[config.mk]
export PLATFORM = sky130hd
export DESIGN_NAME = usb_gctl_top
export DESIGN_NICKNAME = d
export VERILOG_FILES = /design/src/rtl/usb_gctl_pkg.sv /design/src/rtl/gctl_regfile.sv /design/src/rtl/gctl_susp_timer.sv /design/src/rtl/gctl_wake_seq.sv /design/src/rtl/usb_gctl_top.sv
export SDC_FILE = /design/constraint.sdc
export NUM_CORES = 1
export LEC_CHECK = 0
export BUFFER_PORTS_ARGS = -buffer_cell sky130_fd_sc_hd__buf_2
export CORE_MARGIN = 10
export CORE_UTILIZATION = 30
export CTS_BUF_LIST = sky130_fd_sc_hd__clkbuf_4
export DETAILED_ROUTE_END_ITERATION = 10
export SYNTH_ARGS = -nofsm -noshare
export SYNTH_HDL_FRONTEND = slang
export SYNTH_SLANG_ARGS = --single-unit
[constraint.sdc]
create_clock -name clk -period 1.3 [get_ports clk]
set_input_delay 0.065 -clock clk [delete_from_list [all_inputs] [get_ports clk]]
set_output_delay 0.065 -clock clk [all_outputs]
set_load 0.02 [all_outputs]
[src/rtl/usb_gctl_pkg.sv]
package usb_gctl_pkg;

  localparam int B_EN    = 7;
  localparam int B_GATE  = 6;
  localparam int B_WREQ  = 5;
  localparam int B_RSVD  = 4;
  localparam int B_BUSY  = 3;
  localparam int B_WOK   = 2;
  localparam int B_CFG   = 1;
  localparam int B_AEN   = 0;

  typedef struct packed {
    logic en;
    logic gate;
    logic wake_req;
    logic wake_ok;
    logic cfg;
    logic addr_en;
  } ctl_t;

  function automatic ctl_t decode_write(input logic [7:0] d);
    ctl_t c;
    c.en       = d[B_EN];
    c.gate     = d[B_GATE];
    c.wake_req = d[B_WREQ];
    c.wake_ok  = d[B_WOK];
    c.cfg      = d[B_CFG];
    c.addr_en  = d[B_AEN];
    return c;
  endfunction

  function automatic logic [7:0] encode_view(input ctl_t c, input logic busy);
    logic [7:0] v;
    v         = '0;
    v[B_EN]   = c.en;
    v[B_GATE] = c.gate;
    v[B_WREQ] = c.wake_req;
    v[B_RSVD] = 1'b0;
    v[B_BUSY] = busy;
    v[B_WOK]  = c.wake_ok;
    v[B_CFG]  = c.cfg;
    v[B_AEN]  = c.addr_en;
    return v;
  endfunction

endpackage

[src/rtl/gctl_regfile.sv]
module gctl_regfile
  import usb_gctl_pkg::*;
(
  input  logic       clk,
  input  logic       rst_n,
  input  logic       wr_en,
  input  logic [7:0] wr_data,
  input  logic       bus_reset,
  output ctl_t       ctl,
  output logic       wake_start
);

  // A wakeup starts only on a 0->1 move of the request bit with permit set.
  function automatic logic is_wake_start(input logic we, input logic [7:0] d,
                                         input logic cur_req);
    return we && d[B_WREQ] && d[B_WOK] && !cur_req;
  endfunction

  assign wake_start = is_wake_start(wr_en, wr_data, ctl.wake_req);

  always_ff @(posedge clk or negedge rst_n) begin
    if (!rst_n) begin
      ctl <= '0;
    end else begin
      if (wr_en) ctl <= decode_write(wr_data);
      if (bus_reset) begin
        ctl.cfg     <= 1'b0;
        ctl.addr_en <= 1'b0;
      end
    end
  end

endmodule

[src/rtl/gctl_susp_timer.sv]
module gctl_susp_timer #(
  parameter int LIMIT = 5
) (
  input  logic clk,
  input  logic rst_n,
  input  logic bus_suspend,
  input  logic ms_tick,
  output logic reached
);

  localparam int CW = $clog2(LIMIT + 1);
  localparam logic [CW-1:0] LIM = CW'(LIMIT);

  logic [CW-1:0] cnt;

  function automatic logic [CW-1:0] next_count(input logic [CW-1:0] c,
                                               input logic susp, input logic tick);
    if (!susp)             return '0;
    if (tick && (c != LIM)) return c + 1'b1;
    return c;
  endfunction

  always_ff @(posedge clk or negedge rst_n) begin
    if (!rst_n) cnt <= '0;
    else        cnt <= next_count(cnt, bus_suspend, ms_tick);
  end

  assign reached = (cnt == LIM);

endmodule

[src/rtl/gctl_wake_seq.sv]
module gctl_wake_seq #(
  parameter int DRIVE_MS = 10
) (
  input  logic clk,
  input  logic rst_n,
  input  logic start_req,
  input  logic abort,
  input  logic launch_ok,
  input  logic ms_tick,
  output logic busy,
  output logic drive,
  output logic drive_start,
  output logic drive_done
);

  localparam int DW = $clog2(DRIVE_MS + 1);
  localparam logic [DW-1:0] LAST = DW'(DRIVE_MS - 1);

  logic [DW-1:0] dcnt;

  assign drive_start = busy && !drive && launch_ok && !abort;
  assign drive_done  = drive && ms_tick && (dcnt == LAST) && !abort;

  always_ff @(posedge clk or negedge rst_n) begin
    if (!rst_n) begin
      busy  <= 1'b0;
      drive <= 1'b0;
      dcnt  <= '0;
    end else if (abort) begin
      busy  <= 1'b0;
      drive <= 1'b0;
      dcnt  <= '0;
    end else begin
      if (start_req) busy <= 1'b1;
      if (drive_start) begin
        drive <= 1'b1;
        dcnt  <= '0;
      end
      if (drive && ms_tick) begin
        if (drive_done) begin
          drive <= 1'b0;
          busy  <= 1'b0;
          dcnt  <= '0;
        end else begin
          dcnt <= dcnt + 1'b1;
        end
      end
    end
  end

endmodule

[src/rtl/usb_gctl_top.sv]
module usb_gctl_top
  import usb_gctl_pkg::*;
#(
  parameter int ADDR_W   = 7,
  parameter int SUSP_MS  = 5,
  parameter int DRIVE_MS = 10
) (
  input  logic              clk,
  input  logic              rst_n,
  input  logic              wr_en,
  input  logic [7:0]        wr_data,
  output logic [7:0]        rd_data,
  input  logic              bus_suspend,
  input  logic              bus_reset,
  input  logic              ms_tick,
  input  logic [ADDR_W-1:0] prog_addr,
  output logic              ctrl_reset,
  output logic              clk48_gate_off,
  output logic              resume_drive,
  output logic [ADDR_W-1:0] func_addr
);

  ctl_t ctl;
  logic wake_start;
  logic susp_long;
  logic launch_ok;
  logic abort;
  logic busy;
  logic drive_start;
  logic drive_done;

  function automatic logic [ADDR_W-1:0] eff_addr(input logic aen,
                                                 input logic [ADDR_W-1:0] a);
    return aen ? a : '0;
  endfunction

  gctl_regfile u_regs (
    .clk        (clk),
    .rst_n      (rst_n),
    .wr_en      (wr_en),
    .wr_data    (wr_data),
    .bus_reset  (bus_reset),
    .ctl        (ctl),
    .wake_start (wake_start)
  );

  gctl_susp_timer #(.LIMIT(SUSP_MS)) u_timer (
    .clk         (clk),
    .rst_n       (rst_n),
    .bus_suspend (bus_suspend),
    .ms_tick     (ms_tick),
    .reached     (susp_long)
  );

  assign abort     = bus_reset || !ctl.en;
  assign launch_ok = susp_long && !ctl.gate && ctl.wake_req && ctl.wake_ok;

  gctl_wake_seq #(.DRIVE_MS(DRIVE_MS)) u_wake (
    .clk         (clk),
    .rst_n       (rst_n),
    .start_req   (wake_start),
    .abort       (abort),
    .launch_ok   (launch_ok),
    .ms_tick     (ms_tick),
    .busy        (busy),
    .drive       (resume_drive),
    .drive_start (drive_start),
    .drive_done  (drive_done)
  );

  assign rd_data        = encode_view(ctl, busy);
  assign ctrl_reset     = !ctl.en;
  assign clk48_gate_off = ctl.gate;
  assign func_addr      = eff_addr(ctl.addr_en, prog_addr);

endmodule

==> flow_metrics.env <==
export IMPL_synth_area_per_cell_um2=10.7
export IMPL_n_antenna_cell=0
export IMPL_grt_pass1_vias=791
export IMPL_syn_inst=78
export IMPL_grt_usage=0.0845
export IMPL_cts_sinks=15
export IMPL_use_met2=0.148
export IMPL_p_per_area_nw_per_um2=818
export IMPL_post_dp_hpwl_mm=1.71
export IMPL_crit_type="reg2reg"
export IMPL_fp_row_count=19
export IMPL_cts_root_buffer="clkbuf_4"
export IMPL_post_dp_cell_area_um2=1100
export IMPL_grt_busiest_layer="met2"
export IMPL_synth_largest_area_cell="dfrtp_1"
export IMPL_synth_edf_count=0
export IMPL_setup_violations_final=1
export IMPL_portBuffers=35
export IMPL_startpoint_type="register"
export IMPL_synth_cell_types=33
export IMPL_rsz0062_at_grt="yes"
export IMPL_finalHoldViolCount=0
export IMPL_synthMostInstantiatedCell="dfrtp_1"
export IMPL_ys_warn_count=0
export IMPL_vdd_ir_drop_max_v=0.000600
export IMPL_holdCritPathClass="in2reg"
export IMPL_drc=0
export IMPL_violations="setup timing"
export IMPL_syn_nets=103
export IMPL_viasPerCell=4.59
export IMPL_postRouteWirelength_mm=2.17
export IMPL_start_util=0.308
export IMPL_r2r_cells=5
export IMPL_synth_area_um2=836
export IMPL_met3_usage=0.0571
export IMPL_maxCapViolCount=0
export IMPL_ios=39
export IMPL_cts_buffers=3
export IMPL_place_ws_ps=-68.6
export IMPL_die_x_um=72.8
export IMPL_crit_arrival_ps=1490
export IMPL_required_ps=1470
export IMPL_grt_first_pass_wirelength_mm=3.62
export IMPL_clock_path_buffers=2
export IMPL_clkPwrFrac=0.269
export IMPL_layout_min_cycle_time_ps=1320
export IMPL_die_h_um=72.8
export IMPL_core_region_area_um2=2710
export IMPL_combPwrFrac=0.244
export IMPL_synth_commonest_cells="dfrtp_1, and2_1, inv_1, ha_1, nand2_1"
export IMPL_wire_per_inst_um=13.4
export IMPL_synth_top_area_frac=0.449
export IMPL_finalNetCount=157
export IMPL_reg2reg_slack_ps=-20
export IMPL_cts_tree="done"
export IMPL_synthArstFlopShare=1.00
export IMPL_die_area_um2=5300
export IMPL_gr_usage_met1=0.0784
export IMPL_drtAntennaViolNets=0
export IMPL_grt_overflow_total=0
export IMPL_cp_endpoint="u_wake.dcnt[3]"
export IMPL_p_sw_mw=0.288
export IMPL_power_mw=1.04
export IMPL_critPathCaptureType="register"
export IMPL_drv_slew=0
export IMPL_clock_fmax_ghz=0.759
export IMPL_vias=743
export IMPL_status="finished, violations left"
export IMPL_synth_area_top_cells="dfrtp_1, and2_1, ha_1"
export IMPL_synth_seq_area_share=0.449
export IMPL_switching_share=0.276
export IMPL_setup_slack_ps=-18.2
export IMPL_ys_flop_type="dfrtp_1"
export IMPL_syn_to_final_growth_pct=52.4
export IMPL_h_tree_depth=1
export IMPL_gp_congestion=0.763
export IMPL_internal_power_mw=0.754
export IMPL_synth_seq_cells=15
export IMPL_grt_max_degree=16
export IMPL_r2r_start="u_timer.cnt[1]"
export IMPL_crit_path_max_fanout=4
export IMPL_r2r_end="u_wake.dcnt[3]"
export IMPL_drt_first_pass_iters=2
export IMPL_drive_above_1_share=0.511
export IMPL_hold_slack_ps=10.1
export IMPL_drt_iter0_drc=9
export IMPL_power_frac_seq=0.487
export IMPL_fin_area_um2=1270
export IMPL_antenna_found_initial=0
export IMPL_cp_startpoint="u_timer.cnt[1]"
export IMPL_period_share=1.01
export IMPL_finClkSkew_ps=1.16
export IMPL_clock_latency_ps=280
export IMPL_clkTransAtPathRegs_ps=80
export IMPL_p_leak_nw=0.660
==> metal layers <==
layer  vias up  part of all wire
met3         2              0.12
met1       336              0.41
met4         0            0.0060
met5         -                 0
met2        30              0.46
li1        375                 -
==> worst max-delay path, stage by stage, from the launching register on <==
cell and delay, ps:
dfrtp_1 400, inv_2 80, ha_4 130, and4_4 210, a211oi_4 70, a221o_1 320
==> cells by family after synthesis <==
group                    Yosys count  synth area share
flip-flops                        15             0.449
adder cells (fa/ha/maj)            4            0.0599
other                              1           0.00449
AND/OR/NAND/NOR                   29             0.217
AO/OA/AOI/OAI                     13             0.127
XOR/XNOR                           1            0.0105
buffers and inverters              9            0.0554
multiplexers                       6            0.0763
==> worst min path at each step <==
stage	slack (ps)	startpoint	cells after the start	to
2_1_floorplan	-230	rst_n	0	u_regs.ctl[0]
3_3_place_gp	-2	rst_n	1	u_wake.dcnt[1]
3_5_place_dp	0.5	rst_n	1	u_wake.dcnt[1]
4_1_cts	0.02	wr_data[6]	2	u_regs.ctl[4]
5_1_grt	20	wr_data[2]	2	u_regs.ctl[2]
6_report	10	wr_data[5]	3	u_regs.ctl[3]
==> placed cells by master, fill, tap and decap left out, types with 2 or more instances in the layout <==
cell type,count
dfrtp_1,15
mux2i_1,3
mux2_2,2
nor2_1,3
inv_1,4
o21ai_0,2
dlygate4sd3_1,5
buf_4,12
and2_1,11
clkbuf_4,4
nand2b_1,2
nand2_1,4
buf_2,35
ha_1,2
==> power groups by stage <==
stage	sequential (mW)	clock, mW	combinational [mW]
floorplan	0.535	0	0.0909
global placement	0.514	0	0.214
detailed placement	0.514	0	0.218
CTS	0.508	0.299	0.240
global route	0.511	0.327	0.280
finish	0.507	0.281	0.254
==> metrics by stage <==
step / utilization / TNS, ps / std cells
floorplan: - / 0 / 78
global placement: 0.406 / -36.4 / 150
detailed placement: 0.406 / -218 / 150
CTS: 0.448 / -38.3 / 159
global route: 0.470 / -345 / 162
finish: 0.470 / -18.2 / 162
==> flip-flops by register name, summed over array words and instances (netlist names) <==
name	count
u_wake.busy	1
u_regs.ctl	6
u_timer.cnt	3
u_wake.dcnt	4
u_wake.drive	1
==> layout make-up <==
cell class	count	area (um2)
fill	278	1440
timing repair buffer	53	327
inverter	5	18.8
sequential	15	375
multi-input combinational	54	484
clock buffer	4	30.0
tap	31	38.8
==> repair_timing <==
action                     CTS  global route
gates resized for setup      9             5
hold endpoints to repair    19             1
setup endpoints to repair    6             8
hold buffers                 4             1
setup buffers                1             2
cloned                       0             0
pin swaps                    1             4
No activity file was read; power rests on OpenSTA's default activity.
